<file path="config.mk">
export PLATFORM = sky130hd
export DESIGN_NAME = wadc_backend
export DESIGN_NICKNAME = d
export VERILOG_FILES = /design/src/rtl/wadc_pkg.sv /design/src/rtl/wadc_gray_ctr.sv /design/src/rtl/wadc_seq.sv /design/src/rtl/wadc_chan.sv /design/src/rtl/wadc_backend.sv
export SDC_FILE = /design/constraint.sdc
export NUM_CORES = 1
export LEC_CHECK = 0
export BUFFER_PORTS_ARGS = -buffer_cell sky130_fd_sc_hd__buf_2
export CORE_AREA = 4 4 355 357
export CTS_BUF_LIST = sky130_fd_sc_hd__clkbuf_8 sky130_fd_sc_hd__clkbuf_16
export DETAILED_ROUTE_END_ITERATION = 6
export DIE_AREA = 0 0 359 361
export PLACE_DENSITY_LB_ADDON = 0.25
export SLEW_MARGIN = 5
export SYNTH_ARGS = -nofsm -noshare
export SYNTH_HDL_FRONTEND = slang
export SYNTH_SLANG_ARGS = --single-unit
</file>
<file path="constraint.sdc">
create_clock -name clk -period 3.1 [get_ports clk]
set_input_delay 0.155 -clock clk [delete_from_list [all_inputs] [get_ports clk]]
set_output_delay 0.155 -clock clk [all_outputs]
set_load 0.02 [all_outputs]
</file>
<file path="src/rtl/wadc_pkg.sv">
package wadc_pkg;
    parameter int unsigned CNT_W = 12;

    typedef enum logic [1:0] {
        S_IDLE = 2'd0,
        S_RAMP = 2'd1,
        S_DONE = 2'd2
    } wadc_state_e;

    function automatic logic [CNT_W-1:0] bin2gray(input logic [CNT_W-1:0] b);
        return b ^ (b >> 1);
    endfunction

    function automatic logic [CNT_W-1:0] gray2bin(input logic [CNT_W-1:0] g);
        logic [CNT_W-1:0] b;
        b[CNT_W-1] = g[CNT_W-1];
        for (int i = CNT_W - 2; i >= 0; i--) begin
            b[i] = b[i+1] ^ g[i];
        end
        return b;
    endfunction
endpackage

</file>
<file path="src/rtl/wadc_gray_ctr.sv">
module wadc_gray_ctr
    import wadc_pkg::*;
(
    input  logic             clk,
    input  logic             rst_n,
    input  logic             clear,
    input  logic             inc,
    output logic [CNT_W-1:0] gray_o,
    output logic             at_max
);
    logic [CNT_W-1:0] bin_q;
    logic [CNT_W-1:0] bin_nxt;

    always_comb begin
        bin_nxt = bin_q;
        if (clear) begin
            bin_nxt = '0;
        end else if (inc) begin
            bin_nxt = bin_q + 1'b1;
        end
    end

    always_ff @(posedge clk) begin
        if (!rst_n) begin
            bin_q  <= '0;
            gray_o <= '0;
        end else begin
            bin_q  <= bin_nxt;
            gray_o <= bin2gray(bin_nxt);
        end
    end

    assign at_max = (bin_q == {CNT_W{1'b1}});

    // each advance flips exactly one output bit
    p_gray_step_r2: assert property (@(posedge clk) disable iff (!rst_n)
        (inc && !clear) |=> ($countones(gray_o ^ $past(gray_o)) == 1));

    // clear lands on Gray zero
    p_clear_zero_r2: assert property (@(posedge clk) disable iff (!rst_n)
        clear |=> (gray_o == '0));
endmodule

</file>
<file path="src/rtl/wadc_seq.sv">
module wadc_seq
    import wadc_pkg::*;
(
    input  logic clk,
    input  logic rst_n,
    input  logic start,
    input  logic at_max,
    output logic clear,
    output logic inc,
    output logic busy_o,
    output logic done_o
);
    wadc_state_e state_q;
    wadc_state_e state_d;

    always_comb begin
        state_d = state_q;
        unique case (state_q)
            S_IDLE:  if (start)  state_d = S_RAMP;   // accept
            S_RAMP:  if (at_max) state_d = S_DONE;   // expire
            S_DONE:              state_d = S_IDLE;   // retire
            default:             state_d = S_IDLE;
        endcase
    end

    always_ff @(posedge clk) begin
        if (!rst_n) state_q <= S_IDLE;
        else        state_q <= state_d;
    end

    always_comb begin
        clear  = 1'b0;
        inc    = 1'b0;
        busy_o = 1'b0;
        done_o = 1'b0;
        unique case (state_q)
            S_IDLE:  clear = start;
            S_RAMP:  begin
                busy_o = 1'b1;
                inc    = !at_max;
            end
            S_DONE:  done_o = 1'b1;
            default: ;
        endcase
    end

    // done lasts one cycle
    p_done_single_r3: assert property (@(posedge clk) disable iff (!rst_n)
        done_o |=> !done_o);

    // an accepted start begins a conversion
    p_accept_busy_r3: assert property (@(posedge clk) disable iff (!rst_n)
        clear |=> busy_o);

    // a running conversion continues until the last count, whatever start does
    p_no_restart_r7: assert property (@(posedge clk) disable iff (!rst_n)
        (busy_o && !at_max) |=> (busy_o && !clear));
endmodule

</file>
<file path="src/rtl/wadc_chan.sv">
module wadc_chan
    import wadc_pkg::*;
(
    input  logic             clk,
    input  logic             rst_n,
    input  logic             load,
    input  logic             sample,
    input  logic             fire,
    input  logic [CNT_W-1:0] count_gray,
    output logic [CNT_W-1:0] code_o
);
    localparam logic [CNT_W-1:0] FULL_GRAY = bin2gray({CNT_W{1'b1}});

    logic armed_q;

    always_ff @(posedge clk) begin
        if (!rst_n) begin
            code_o  <= '0;
            armed_q <= 1'b0;
        end else if (load) begin
            code_o  <= FULL_GRAY;
            armed_q <= 1'b1;
        end else if (sample && fire && armed_q) begin
            code_o  <= count_gray;
            armed_q <= 1'b0;
        end
    end

    // once captured, the code does not change until re-armed
    p_hold_after_capture_r5: assert property (@(posedge clk) disable iff (!rst_n)
        (!armed_q && !load) |=> $stable(code_o));

    // pulses outside a conversion do not change the code
    p_idle_ignored_r8: assert property (@(posedge clk) disable iff (!rst_n)
        (!sample && !load) |=> $stable(code_o));
endmodule

</file>
<file path="src/rtl/wadc_backend.sv">
module wadc_backend
    import wadc_pkg::*;
#(
    parameter int unsigned NCH = 36
) (
    input  logic                 clk,
    input  logic                 rst_n,
    input  logic                 start,
    input  logic [NCH-1:0]       cmp_fire,
    output logic                 busy,
    output logic                 done,
    output logic [CNT_W-1:0]     count_gray,
    output logic [NCH*CNT_W-1:0] codes_gray,
    output logic [NCH*CNT_W-1:0] codes_bin
);
    localparam int unsigned BUS_W = NCH * CNT_W;

    logic clear;
    logic inc;
    logic at_max;

    wadc_seq u_seq (
        .clk    (clk),
        .rst_n  (rst_n),
        .start  (start),
        .at_max (at_max),
        .clear  (clear),
        .inc    (inc),
        .busy_o (busy),
        .done_o (done)
    );

    wadc_gray_ctr u_ctr (
        .clk    (clk),
        .rst_n  (rst_n),
        .clear  (clear),
        .inc    (inc),
        .gray_o (count_gray),
        .at_max (at_max)
    );

    for (genvar c = 0; c < NCH; c++) begin : g_chan
        wadc_chan u_chan (
            .clk        (clk),
            .rst_n      (rst_n),
            .load       (clear),
            .sample     (busy),
            .fire       (cmp_fire[c]),
            .count_gray (count_gray),
            .code_o     (codes_gray[c*CNT_W +: CNT_W])
        );
        assign codes_bin[c*CNT_W +: CNT_W] = gray2bin(codes_gray[c*CNT_W +: CNT_W]);
    end

    // decoded output re-encodes to the stored Gray value
    always_comb begin
        for (int c = 0; c < NCH; c++) begin
            a_bin_roundtrip_r9: assert (bin2gray(codes_bin[c*CNT_W +: CNT_W]) == codes_gray[c*CNT_W +: CNT_W]);
        end
    end

    if (BUS_W == 0) begin : g_bad_width
        initial $display("wadc_backend: NCH must be nonzero");
    end
endmodule

</file>
## Yosys cells after proc, flatten, opt, wreduce, memory -nomap -nowiden

Index checks and enable logic that the tools add are counted.

- $add $sub $neg: 1
- Eq/ne operators: 5
- Mux-type cells: 153
- Bitwise gates (word level): 398
- Reduce and logical (&&, ||, !) cells: 112

Operator list:

| operator | count |
|---|---|
| $mux W12 | 74 |
| $xor A1 B1 Y1 | 396 |
| $mux W1 | 76 |
| $logic_and A1 B1 Y1 | 72 |
| $reduce_bool A2 Y1 | 36 |
| $add A12 B1 Y12 const B | 1 |
| $eq A12 B12 Y1 const B | 1 |
| $xor A12 B11 Y12 | 1 |
| $mux W2 | 2 |
| $pmux W2 S2 | 1 |
| $eq A2 B1 Y1 const B | 1 |
| $eq A2 B2 Y1 const B | 1 |
| $logic_not A2 Y1 | 1 |
| $ne A2 B1 Y1 const B | 1 |
| $ne A2 B2 Y1 const B | 1 |
| $reduce_and A2 Y1 | 1 |
| $reduce_or A2 Y1 | 1 |
| $logic_not A1 Y1 | 1 |
| $not A1 Y1 | 1 |

- Flip-flop bits (word level): 494
- Input port bits: 39
- Logic and storage cells: 780

## Depth between registers and ports, before layout

- Word-level depth: 11
- Depth in mapped cells: 8

## By module

Synthesis repeated with hierarchy kept, for this count alone.

- Cell total of the unflattened synthesis: 2,950
- Area, all modules: 27,959.3 um^2

By module, submodules not included:

| module | times used | cells each | area each (um^2) | seq. area each (um^2) |
|---|---|---|---|---|
| wadc_chan | 36 | 57 | 483.0 | 260.2 |
| wadc_backend | 1 | 756 | 9,290.2 | 0.0 |
| wadc_gray_ctr | 1 | 131 | 1,172.4 | 460.4 |
| wadc_seq | 1 | 11 | 110.1 | 40.0 |

## Worst setup path after synthesis

No wires, ideal clock.

- Path kind: register to output
- From: register g_chan[12].u_chan.code_o[11]
- To: output codes_bin[145]
- Arrival: 2.654 ns
- Data required time: 2.945 ns
- Setup slack: 0.291 ns
- Cell stages (with the launch flop): 6
- Path buffers: 0
- Cells stage by stage: dfxtp_1 > xnor3_2 > xnor3_2 > xnor2_2 > xor2_2 > xor2_1

- Longest elaborated chain between the ends: 10

Ends and longest elaborated chain:

| element | line | source |
|---|---|---|
| from (decl) | wadc_chan.sv:10 | `output logic [CNT_W-1:0] code_o` |
| from (signal assigned) | wadc_chan.sv:24 | `code_o <= count_gray;` |
| $xor A1 B1 Y1 (5 in series) | wadc_pkg.sv:18 | `b[i] = b[i+1] ^ g[i];` |
| via codes_bin[150] | wadc_backend.sv:14 | `output logic [NCH*CNT_W-1:0] codes_bin` |
| $xor A1 B1 Y1 (3 in series) | wadc_pkg.sv:18 |  |
| via codes_bin[147] | wadc_backend.sv:14 |  |
| $xor A1 B1 Y1 | wadc_pkg.sv:18 |  |
| via codes_bin[146] | wadc_backend.sv:14 |  |
| $xor A1 B1 Y1 | wadc_pkg.sv:18 |  |
| to (decl) | wadc_backend.sv:14 |  |

The timed path passes the listed nets, and every way through them passes these cells.

## Worst setup path after layout

- From: register g_chan[20].u_chan.code_o[3]
- To: output codes_bin[240]

- Longest elaborated chain between the ends: 4

Ends and longest elaborated chain:

| element | line |
|---|---|
| from (decl) | wadc_chan.sv:10 |
| from (signal assigned) | wadc_chan.sv:24 |
| $xor A1 B1 Y1 (4 in series) | wadc_pkg.sv:18 |

No other way between the ends.

==> reports/qor.csv <==
metric,value,unit
dieArea,130000,um^2
cts_tree,built,
hold_violations,0,
placementRows,129,
clkTransAtPathRegs,60,ps
nets,3746,
path_max_fanout,4,
hold_path.class,input pin to register,
finalSetupViolCount,0,
max_freq,335,MHz
post-route-min-period,2990,ps
critPathLaunchType,register,
cts_sinks,493,
drive_gt1_share,31.6,%
synth_common_cells,"nand2_1 (871), dfxtp_1 (493), a21oi_1 (439)",
finalMaxSlewViolations,0,
irDropWorstVdd,404,uV
insertion_delay,640,ps
syn_area,24200,um^2
postSynth.asyncResetShare,0,%
drtPass1Iterations,5,
synthFlopType,dfxtp_1,
die_x,359,um
yosysWarnings,0,
route.detailed.drc,0,
power.static_leakage,14.9,nW
clockBufferDepth,3,
yosys.cell_types.count,43,
vias,22600,
synth.area.top_cells,"dfxtp_1 (41%), nand2_1 (14%), xnor2_1 (9.7%)",
outcome,"finished, final reports clean",
ys_seq_area_share,40.8,%
die_y,361,um
grt.total_usage,16.2,%
start_util,19.7,%
setup_ws,112,ps
crit_type,register to primary output,
hp-start,cmp_fire[27],
postLayoutCoreUtil,26.6,%
place.gp.congestion,0.856,
synth_top_cell_by_area,dfxtp_1,
yosysMostFrequentCell,nand2_1,
finalPower,16.4,mW
r2r_cells,6,
yosys.area.top_type_share,40.8,%
cp-end-kind,primary output,
tns,0,ps
grt_max_degree,106,
arrival,2830,ps
drtAntennaViolNets,0,
powerDensity,502,nW/um^2
reg2reg_to,g_chan[11].u_chan.armed_q,
root_buffer,clkbuf_16,
area_growth_syn_to_layout,35.2,%
hold_path_depth,4,
antenna_found_initial,10,
drt_wl_total,111000,um
min_to,g_chan[27].u_chan.code_o[9],
design.portCount,917,
crit_required,2940,ps
grt_pass1_wl,159000,um
routed_via_density,4.19,
max-cap-violations,0,
synth-edff-count,0,
synth.avg_cell_area,8.32,um^2
place_ws,255,ps
finalHoldWorstSlack,138,ps
synth_nets,2950,
gr-total-overflow,0,
n_fill_cell,13500,
slew-limit-headroom,33.1,%
dp_hpwl,77700,um
worst_clock_skew,21.4,ps
core,123000,um^2
period_share,96.4,%
wl_per_cell,20.6,um
ys_seq_elements,493,
synth_cells,2910,
cts_made_buffers,58,
htree_levels,2,
r2r_setup_slack,750,ps
portBuffers,916,
drtIter0Drc,1189,
worst_slew_pin_slew,1000,ps
r2r_start,u_seq.state_q[1],
grt_pass1_vias,21700,
[report_power, final]
group	switching (mW)	leakage, nW	internal, mW	total [mW]
registers	0.104	4.00	6.41	6.52
clock network	2.97	1.04	4.34	7.31
logic	1.75	9.89	0.834	2.59
[registers in the layout, summed over array words and instances (netlist names)]
| name | cells |
|---|---|
| u_ctr.bin_q | 12 |
| u_ctr.gray_o | 11 |
| u_seq.state_q | 2 |
| g_chan.u_chan.armed_q | 36 |
| g_chan.u_chan.code_o | 432 |
[cells in the final DEF (no fill, tap or decap), drive strengths merged, types with 42 or more instances in the layout]
cell type / synthesis / layout
buf: 57 / 964
dfxtp: 493 / 493
clkbuf: 172 / 71
a21oi: 439 / 439
nand3: 42 / 42
xnor2: 301 / 301
inv: 66 / 75
nand2: 871 / 871
nor2: 52 / 52
xor2: 246 / 246
[how the worst max path moves through the flow]
stage | startpoint | end | slack [ps] | cells after the start
after floorplan | g_chan[12].u_chan.code_o[11] | codes_bin[145] | 290 | 5
after global placement | g_chan[33].u_chan.code_o[11] | codes_bin[398] | 330 | 6
after detailed placement | g_chan[33].u_chan.code_o[11] | codes_bin[398] | 260 | 6
after CTS | g_chan[27].u_chan.code_o[11] | codes_bin[324] | 0.8 | 6
after global routing | g_chan[19].u_chan.code_o[11] | codes_bin[229] | -20 | 6
final | g_chan[20].u_chan.code_o[3] | codes_bin[240] | 110 | 5
[timing repair]
item,in CTS,in global routing
hold buffers,1,0
gates resized for setup,14,28
setup buffers,4,4
endpoints found under the setup margin,31,53
endpoints found under the hold margin,1,0
pin swaps,8,15
[area by class of cell]
cell class,count,area (um^2),area share (%)
repair buffers,965,5050,15.4
inverters,66,253,0.772
well taps,1637,2050,6.26
multi-input cells,2122,13400,40.9
flip-flops and latches,493,9920,30.3
clock inverters,33,399,1.22
clock buffers,71,1640,5.02
diodes,5,12.5,0.0382
[routing by layer]
layer | share of wire, % | global-route usage, %
met1 | 42 | 20.3
met5 | 0.011 | 0
met2 | 49 | 28.6
met4 | 2.2 | 3.73
met3 | 6.7 | 3.44
[per-stage QoR]
stage          cells  area (um^2)
3_5_place_dp    5274        30300
2_1_floorplan   2910        24200
4_1_cts         5383        32500
5_1_grt         5387        32700
6_report        5392        32700
3_3_place_gp    5274        30300
[cell families (layout without fill, tap and decap cells)]
kind of cell | count (synthesis) | after routing | synth area share, %
and+or+nand+nor | 1034 | 1034 | 17.0
xor gates and xnor gates | 603 | 603 | 26.7
DFF | 493 | 493 | 40.8
AOI/OAI and AO/OA | 482 | 482 | 10.2
buffers and inverters | 295 | 1135 | 5.16
muxes | 2 | 2 | 0.0879
adders and majority gates | 1 | 1 | 0.0517
other | 0 | 5 | 0
[critical path, stage by stage (launching register included)]
cell,delay (ps)
dfxtp_1,490
xor2_2,430
xnor2_1,320
xnor2_1,250
xnor2_1,420
buf_2,300
Note: power is estimated with default switching activity, not from simulation.
